[src/rtl/jtag_bridge_pkg.sv]
package jtag_bridge_pkg;
  localparam int TCK_BIT = 0;
  localparam int TMS_BIT = 1;
  localparam int TDI_BIT = 2;
  localparam int TDO_BIT = 3;
  localparam int NUM_DRV = 3;

  typedef struct packed {
    logic tdi;
    logic tms;
    logic tck;
  } jtag_drv_t;
endpackage

[src/rtl/jtag_addr_match.sv]
module jtag_addr_match #(
  parameter int              ADDR_W    = 20,
  parameter logic [ADDR_W-1:0] JTAG_ADDR = '0
) (
  input  logic [ADDR_W-1:0] addr_i,
  input  logic              as_i,
  input  logic              ds_ni,
  output logic              hit_o
);
  assign hit_o = (addr_i == JTAG_ADDR) && as_i && !ds_ni;
endmodule

[src/rtl/jtag_drive_regs.sv]
module jtag_drive_regs
  import jtag_bridge_pkg::*;
#(
  parameter int DATA_W = 4
) (
  input  logic              clk_i,
  input  logic              rst_ni,
  input  logic              load_i,
  input  logic [DATA_W-1:0] data_i,
  output jtag_drv_t         q_o
);
  always_ff @(posedge clk_i or negedge rst_ni) begin
    if (!rst_ni) begin
      q_o <= '0;
    end else if (load_i) begin
      q_o.tck <= data_i[TCK_BIT];
      q_o.tms <= data_i[TMS_BIT];
      q_o.tdi <= data_i[TDI_BIT];
    end
  end
endmodule

[src/rtl/jtag_route_mux.sv]
module jtag_route_mux #(
  parameter int N = 3
) (
  input  logic         cable_sel_i,
  input  logic [N-1:0] proc_i,
  input  logic [N-1:0] cable_i,
  output logic [N-1:0] out_o
);
  for (genvar g = 0; g < N; g++) begin : g_sig
    assign out_o[g] = cable_sel_i ? cable_i[g] : proc_i[g];
  end
endmodule

[src/rtl/jtag_bus_bridge.sv]
module jtag_bus_bridge
  import jtag_bridge_pkg::*;
#(
  parameter int                ADDR_W    = 20,
  parameter int                DATA_W    = 4,
  parameter logic [ADDR_W-1:0] JTAG_ADDR = 20'hA5F00
) (
  input  logic              clk_i,
  input  logic              rst_ni,
  input  logic [ADDR_W-1:0] addr_i,
  input  logic              rnw_i,
  input  logic              as_i,
  input  logic              ds_ni,
  input  logic [DATA_W-1:0] data_i,
  output logic [DATA_W-1:0] data_o,
  output logic              data_oe_o,
  input  logic              cable_sel_i,
  input  logic              cable_tdi_i,
  input  logic              cable_tms_i,
  input  logic              cable_tck_i,
  output logic              cable_tdo_o,
  output logic              tdi_o,
  output logic              tms_o,
  output logic              tck_o,
  input  logic              tdo_i
);
  logic      hit;
  logic      wr_en;
  jtag_drv_t drv_q;
  logic [NUM_DRV-1:0] chain_out;

  jtag_addr_match #(.ADDR_W(ADDR_W), .JTAG_ADDR(JTAG_ADDR)) u_match (
    .addr_i(addr_i), .as_i(as_i), .ds_ni(ds_ni), .hit_o(hit)
  );

  // cable ownership blocks processor writes, registers hold
  assign wr_en = hit && !rnw_i && !cable_sel_i;

  jtag_drive_regs #(.DATA_W(DATA_W)) u_regs (
    .clk_i(clk_i), .rst_ni(rst_ni), .load_i(wr_en), .data_i(data_i), .q_o(drv_q)
  );

  jtag_route_mux #(.N(NUM_DRV)) u_mux (
    .cable_sel_i(cable_sel_i),
    .proc_i(drv_q),
    .cable_i({cable_tdi_i, cable_tms_i, cable_tck_i}),
    .out_o(chain_out)
  );

  assign {tdi_o, tms_o, tck_o} = chain_out;
  assign cable_tdo_o = cable_sel_i && tdo_i;

  assign data_oe_o = hit && rnw_i;
  always_comb begin
    data_o          = '0;
    data_o[TCK_BIT] = drv_q.tck;
    data_o[TMS_BIT] = drv_q.tms;
    data_o[TDI_BIT] = drv_q.tdi;
    data_o[TDO_BIT] = tdo_i;
  end
endmodule

[config.mk]
export PLATFORM = sky130hd
export DESIGN_NAME = jtag_bus_bridge
export DESIGN_NICKNAME = d
export VERILOG_FILES = /design/src/rtl/jtag_bridge_pkg.sv /design/src/rtl/jtag_addr_match.sv /design/src/rtl/jtag_drive_regs.sv /design/src/rtl/jtag_route_mux.sv /design/src/rtl/jtag_bus_bridge.sv
export SDC_FILE = /design/constraint.sdc
export NUM_CORES = 1
export LEC_CHECK = 0
export BUFFER_PORTS_ARGS = -buffer_cell sky130_fd_sc_hd__buf_4
export CAP_MARGIN = 25
export CORE_AREA = 2 2 39 41
export CTS_CLUSTER_SIZE = 30
export DETAILED_ROUTE_END_ITERATION = 16
export DIE_AREA = 0 0 41 43
export SYNTH_ARGS = -nofsm -noshare
export SYNTH_HDL_FRONTEND = slang
export SYNTH_HIERARCHICAL = 1
export SYNTH_SLANG_ARGS = --single-unit
export TNS_END_PERCENT = 10
[constraint.sdc]
create_clock -name clk_i -period 2.7 [get_ports clk_i]
set_input_delay 0.27 -clock clk_i [delete_from_list [all_inputs] [get_ports clk_i]]
set_output_delay 0.27 -clock clk_i [all_outputs]
set_load 0.03 [all_outputs]
==> impl_metrics.tcl, run 1 <==
set metrics [dict create \
    die_w_microns 41 \
    rows 14 \
    reg2reg_from "u_regs/q_o[1]$_DFFE_PN0P_" \
    finalClockSkew_ns 0 \
    ys_types 10 \
    cts_tree "done" \
    p_leak_nw 0.314 \
    drc 0 \
    synth-seq-cells 3 \
    grt_max_degree 6 \
    rsz0062_at_grt "false" \
    yosys_warnings 6 \
    outcome "finished clean" \
    multiInputGateArea_sq_um 175 \
    grt_pass1_vias 425 \
    topRoutingLayerUsed "met3" \
    p_sw_frac 0.233 \
    core_area_sq_um 1380 \
    fp.dieH_microns 43 \
    met1Wirelength_microns 247 \
    regArea_sq_um 75.1 \
    holdCritStartpoint "data_i[0]" \
    grt_first_pass_wirelength_mm 1.43 \
    io_pins 43 \
    cp-start-kind "input port" \
    dr.first_iter.drc_count 1 \
    top_register "u_regs/q_o" \
    grt-ovfl-total 0 \
    fin_nets 100 \
    cts_max_path_buffers 2 \
    p_per_area_nw_per_um2 299 \
    cts_post_setup_buffers_inserted 0 \
    dr.pass1.iters 2 \
    routedWlPerCell_microns 12.3 \
    reg2reg_to "u_regs/q_o[1]$_DFFE_PN0P_" \
    syn-cell-area_sq_um 258 \
    syn_avg_cell_area_sq_um 12.9 \
    fin_cells 81 \
    power.internal_w 0.000141 \
    nFillCells 145 \
    ir_worst_vdd_uv 205 \
    place_area_sq_um 578 \
    reg2regPathDepth 1 \
    synth_cells 20 \
    tightest_slew_ns 0.273 \
    wl_met2_microns 443 \
    reg.largest.list "u_regs/q_o: 3 flops" \
    cts_root_buf "clkbuf_4" \
    power_frac_clock 0.426 \
    setup_viol 0 \
    drive_gt1_frac 0.862 \
    rrSetupSlack_ns 1.93 \
    yosysSeqAreaShare 0.291 \
    wl_microns 998 \
    end_kind "primary output" \
    synthesis.nets 54 \
    largest_reg_flops 3 \
    cp_data_required_time_ns 2.43 \
    pwr-share-comb 0.328 \
    fin_setup_tns_ns 0 \
    initial_core_util 0.186 \
    wl_met3_microns 307 \
    diodes 0 \
    cts_num_sinks 3 \
    crit_path_max_fanout 2 \
    worstSkewPairLatency_ns 0.23 \
    viasPerCell 4.59 \
    cts_hold_buf 1 \
    cts_max_level 1 \
    vias 372 \
    period_share 0.599 \
    dieArea_sq_um 1760 \
    antenna_found_initial 0 \
    areaGrowthSynthToFinish_pct 138 \
    critical_path_arrival_ns 1.35 \
    place_inst 76 \
    p_switching_w 0.0000427 \
    worstHoldPathType "input port to register" \
    numCtsBuffers 3 \
    ant_nets 0 \
    slew_headroom 0.817 \
    io_buffer_count 41 \
    timing.fmax_ghz 0.618 \
    gp_congestion 0.637 \
    grt_use_total 0.123 \
    crit_type "input port to primary output" \
    pwr-share-seq 0.246 \
    report.final.slew_viol_count 0 \
    worst_hold_path.num_cells 2 \
    min_to "u_regs/q_o[0]$_DFFE_PN0P_" \
    cts-resized-gates 0 \
    finalInstanceArea_sq_um 614 \
    min_period_ns 1.62 \
    drv_cap 0 \
    clkTransAtPathRegs_ns 0.04 \
    hold_violations 0 \
]
==> per-layer routing <==
metal,up-vias,track usage
met1,161,0.0839
met2,42,0.213
met4,0,0.0600
met3,0,0.0995
met5,-,0
li1,169,-
==> final cells by class <==
cell class / instances / area share
clock buffer: 4 / 0.0428
tap: 16 / 0.0326
multi-input combinational: 16 / 0.285
sequential: 3 / 0.122
timing repair buffer: 42 / 0.517
==> worst max-delay path by stage <==
stage / to / startpoint / slack, ns
finish: data_oe_o / addr_i[1] / 1.08
global route: data_oe_o / addr_i[1] / 0.94
CTS: data_oe_o / addr_i[1] / 1.04
detailed placement: u_regs/q_o[2]$_DFFE_PN0P_ / addr_i[1] / 0.81
global placement: u_regs/q_o[0]$_DFFE_PN0P_ / addr_i[1] / 0.85
floorplan: u_regs/q_o[0]$_DFFE_PN0P_ / addr_i[1] / 1.11
==> synthesized netlist by cell type <==
master    n  area [sq um]
and4bb_2  2          25.0
nor4_2    1          12.5
mux2_2    6          67.6
dfrtp_1   3          75.1
buf_4     1          7.51
nor3b_2   1          12.5
nand4b_1  1          8.76
and2_1    2          12.5
nand4_1   1          6.26
nor4b_2   2          30.0
==> power groups by stage <==
| stage | clock, W | sequential [W] | combinational [W] |
|---|---|---|---|
| global placement | 0 | 0.0000458 | 0.0000592 |
| CTS | 0.0000840 | 0.0000452 | 0.0000609 |
| detailed placement | 0 | 0.0000458 | 0.0000597 |
| floorplan | 0 | 0.0000458 | 0.0000165 |
| finish | 0.0000781 | 0.0000452 | 0.0000601 |
| global route | 0.0000874 | 0.0000452 | 0.0000648 |
==> cells in the final DEF, fill, tap and decap left out, types with 2 or more instances in the layout <==
master and count:
buf_4 41, nor4b_2 2, and2_1 2, mux2_2 6, clkbuf_4 3, and4bb_2 2, dfrtp_1 3
==> worst max-delay path, stage by stage <==
cell and delay, ns:
buf_4 0.11, nor4b_2 0.27, nand4_1 0.13, nor4b_2 0.23
and2_1 0.17, buf_4 0.16
==> per-stage QoR <==
| stage | hold slack [ns] | total power, W | util | worst slack (ns) |
|---|---|---|---|---|
| 2_1_floorplan | -0.0256 | 0.0000623 | - | 1.11 |
| 3_3_place_gp | 0.0615 | 0.000105 | 0.418 | 0.848 |
| 3_5_place_dp | 0.0645 | 0.000105 | 0.418 | 0.815 |
| 4_1_cts | 0.260 | 0.000190 | 0.444 | 1.04 |
| 5_1_grt | 0.265 | 0.000197 | 0.444 | 0.944 |
| 6_report | 0.272 | 0.000183 | 0.444 | 1.08 |
==> cells by family after synthesis <==
group,Yosys count,share of synthesized area
buffers and inverters,1,0.0291
DFF,3,0.291
muxes,6,0.262
and+or+nand+nor,10,0.417
(Power assumes the default switching activity.)
==> run 2: changes to the inputs <==
==> constraint.sdc (replaced) <==
create_clock -name clk_i -period 1.5 [get_ports clk_i]
set_input_delay 0.15 -clock clk_i [delete_from_list [all_inputs] [get_ports clk_i]]
set_output_delay 0.15 -clock clk_i [all_outputs]
set_load 0.03 [all_outputs]
==> run 2 against run 1 <==
Compared with the run above: first-iteration DRC count is 100% lower; critical path depth stayed put; final area is 2.4% higher; clock-buffer cell count stayed put; hold slack worse by 0.12 ns; clock skew stayed put; via count is 1.9% lower; cell count stayed put; wire length is 7.6% higher; sequential share of layout area is 0.29 points lower; clock power is 81% higher; worst setup slack worse by 1.1 ns; critical path type is now input port to register; critical endpoint is now u_regs/q_o[0]$_DFFE_PN0P_; largest cell class unchanged; largest power group unchanged; highest routed layer unchanged.
==> impl_metrics.tcl, run 2 (synthesis gave the netlist of run 1 again) <==
set metrics [dict create \
    reg.largest.list "u_regs/q_o: 3 flops" \
    fin_cells 81 \
    cts_max_level 1 \
    worstSkewPairLatency_ns 0.23 \
    outcome "finished clean" \
    use_met2 0.200 \
    final_common_cell "buf_4" \
    pwr-share-comb 0.335 \
    holdCritStartpoint "data_i[2]" \
    slew_headroom 0.839 \
    power.internal_w 0.000255 \
    drive_gt1_frac 0.862 \
    grt_first_pass_wirelength_mm 1.37 \
    crit_type "input port to register" \
    power_frac_clock 0.422 \
    rrSetupSlack_ns 0.71 \
    hold_violations 0 \
    grt_use_total 0.121 \
    io_buffer_count 41 \
    place_inst 76 \
    grt_most_used_layer "met2" \
    fp.dieH_microns 43 \
    antenna_found_initial 0 \
    p_sw_frac 0.240 \
    finalPower_w 0.000335 \
    worstHoldPathType "input port to register" \
    endpoint "u_regs/q_o[0]$_DFFE_PN0P_" \
    cp_data_required_time_ns 1.61 \
    dieArea_sq_um 1760 \
    min_period_ns 1.48 \
    period_share 0.989 \
    final_cell_mix "buf_4, mux2_2, clkbuf_4, dfrtp_1" \
    use_met3 0.0576 \
    initial_core_util 0.186 \
    setup_viol 0 \
    grt-ovfl-total 0 \
    diodes 0 \
    dr.first_iter.drc_count 0 \
    end_kind "register" \
    die_w_microns 41 \
    critical_path_arrival_ns 1.59 \
    timing.fmax_ghz 0.674 \
    crit_path_max_fanout 3 \
    report.final.slew_viol_count 0 \
    areaGrowthSynthToFinish_pct 144 \
    hold_ws_ns 0.153 \
    grt_max_degree 6 \
    p_switching_w 0.0000804 \
    clkTransAtPathRegs_ns 0.04 \
    fin_nets 100 \
    ant_nets 0 \
    p_per_area_nw_per_um2 533 \
    largest_reg_flops 3 \
    p_leak_nw 0.324 \
    grt_pass1_vias 367 \
    ir_worst_vdd_uv 248 \
    cts_root_buf "clkbuf_4" \
    gp_congestion 0.669 \
    viasPerCell 4.51 \
    reg2regPathDepth 1 \
    tightest_slew_ns 0.241 \
    vias 365 \
    cts_max_path_buffers 2 \
    dr.pass1.iters 1 \
    wl_mm 1.07 \
    cts_post_setup_buffers_inserted 0 \
    cts_tree "done" \
    rows 14 \
    startpoint "addr_i[1]" \
    top_register "u_regs/q_o" \
    core_area_sq_um 1380 \
    reg2reg_to "u_regs/q_o[0]$_DFFE_PN0P_" \
    reg2reg_from "u_regs/q_o[0]$_DFFE_PN0P_" \
    drc 0 \
    rsz0062_at_grt "true" \
    routedWlPerCell_microns 13.3 \
    nFillCells 134 \
    cp-start-kind "input port" \
    finalClockSkew_ns 0 \
    numCtsBuffers 3 \
    drv_cap 0 \
    io_pins 43 \
    met1_usage 0.0971 \
    pwr-share-seq 0.243 \
    cts_num_sinks 3 \
]
## run 2: worst min path at each step
stage          depth (start not counted)  slack [ns]                        end
3_5_place_dp                           1       -0.06  u_regs/q_o[0]$_DFFE_PN0P_
4_1_cts                                2        0.15  u_regs/q_o[2]$_DFFE_PN0P_
2_1_floorplan                          0       -0.15  u_regs/q_o[0]$_DFFE_PN0P_
3_3_place_gp                           1       -0.06  u_regs/q_o[1]$_DFFE_PN0P_
5_1_grt                                2        0.15  u_regs/q_o[1]$_DFFE_PN0P_
6_report                               2        0.15  u_regs/q_o[2]$_DFFE_PN0P_
## run 2: worst max-delay path: stages
cell	delay, ns
buf_4	0.12
nor4b_4	0.26
nand4_1	0.13
nor4b_2	0.26
nor3b_4	0.29
mux2_2	0.37
## run 2: area by class of cell
class                      count  area, sq um  area share
sequential                     3         75.1       0.119
tap                           16         20.0      0.0318
clock buffer                   4         26.3      0.0417
multi-input combinational     16          190       0.302
timing repair buffer          42          318       0.505
## run 2: timing repair
| action | 4_1_cts | 5_1_grt |
|---|---|---|
| hold buffers | 1 | 0 |
| gates cloned | 0 | 0 |
| resized for setup | 2 | 0 |
| setup endpoints to repair | 2 | 3 |
| hold endpoints to repair | 3 | 0 |
## run 2: through the flow
stage | utilization | setup slack [ns] | cell area (sq um) | TNS, ns
4_1_cts | 0.455 | 0.00418 | 629 | 0
3_5_place_dp | 0.418 | -0.266 | 578 | -0.763
2_1_floorplan | - | 0.0334 | 258 | 0
3_3_place_gp | 0.418 | -0.215 | 578 | -0.643
6_report | 0.455 | 0.0172 | 629 | 0
5_1_grt | 0.455 | -0.0462 | 629 | -0.129
## run 2: metal layers
layer,vias to the layer above,wire length [microns],share of wire
met5,-,0,0
met4,0,0,0
met3,0,274,0.26
met2,42,482,0.45
met1,154,317,0.30
li1,169,-,-
## run 2: power groups by stage
stage | Combinational, W | Sequential, W | Clock [W]
after floorplan | 0.0000296 | 0.0000824 | 0
after global placement | 0.000107 | 0.0000824 | 0
after detailed placement | 0.000107 | 0.0000824 | 0
after CTS | 0.000114 | 0.0000814 | 0.000150
after global routing | 0.000120 | 0.0000813 | 0.000155
final | 0.000112 | 0.0000814 | 0.000141
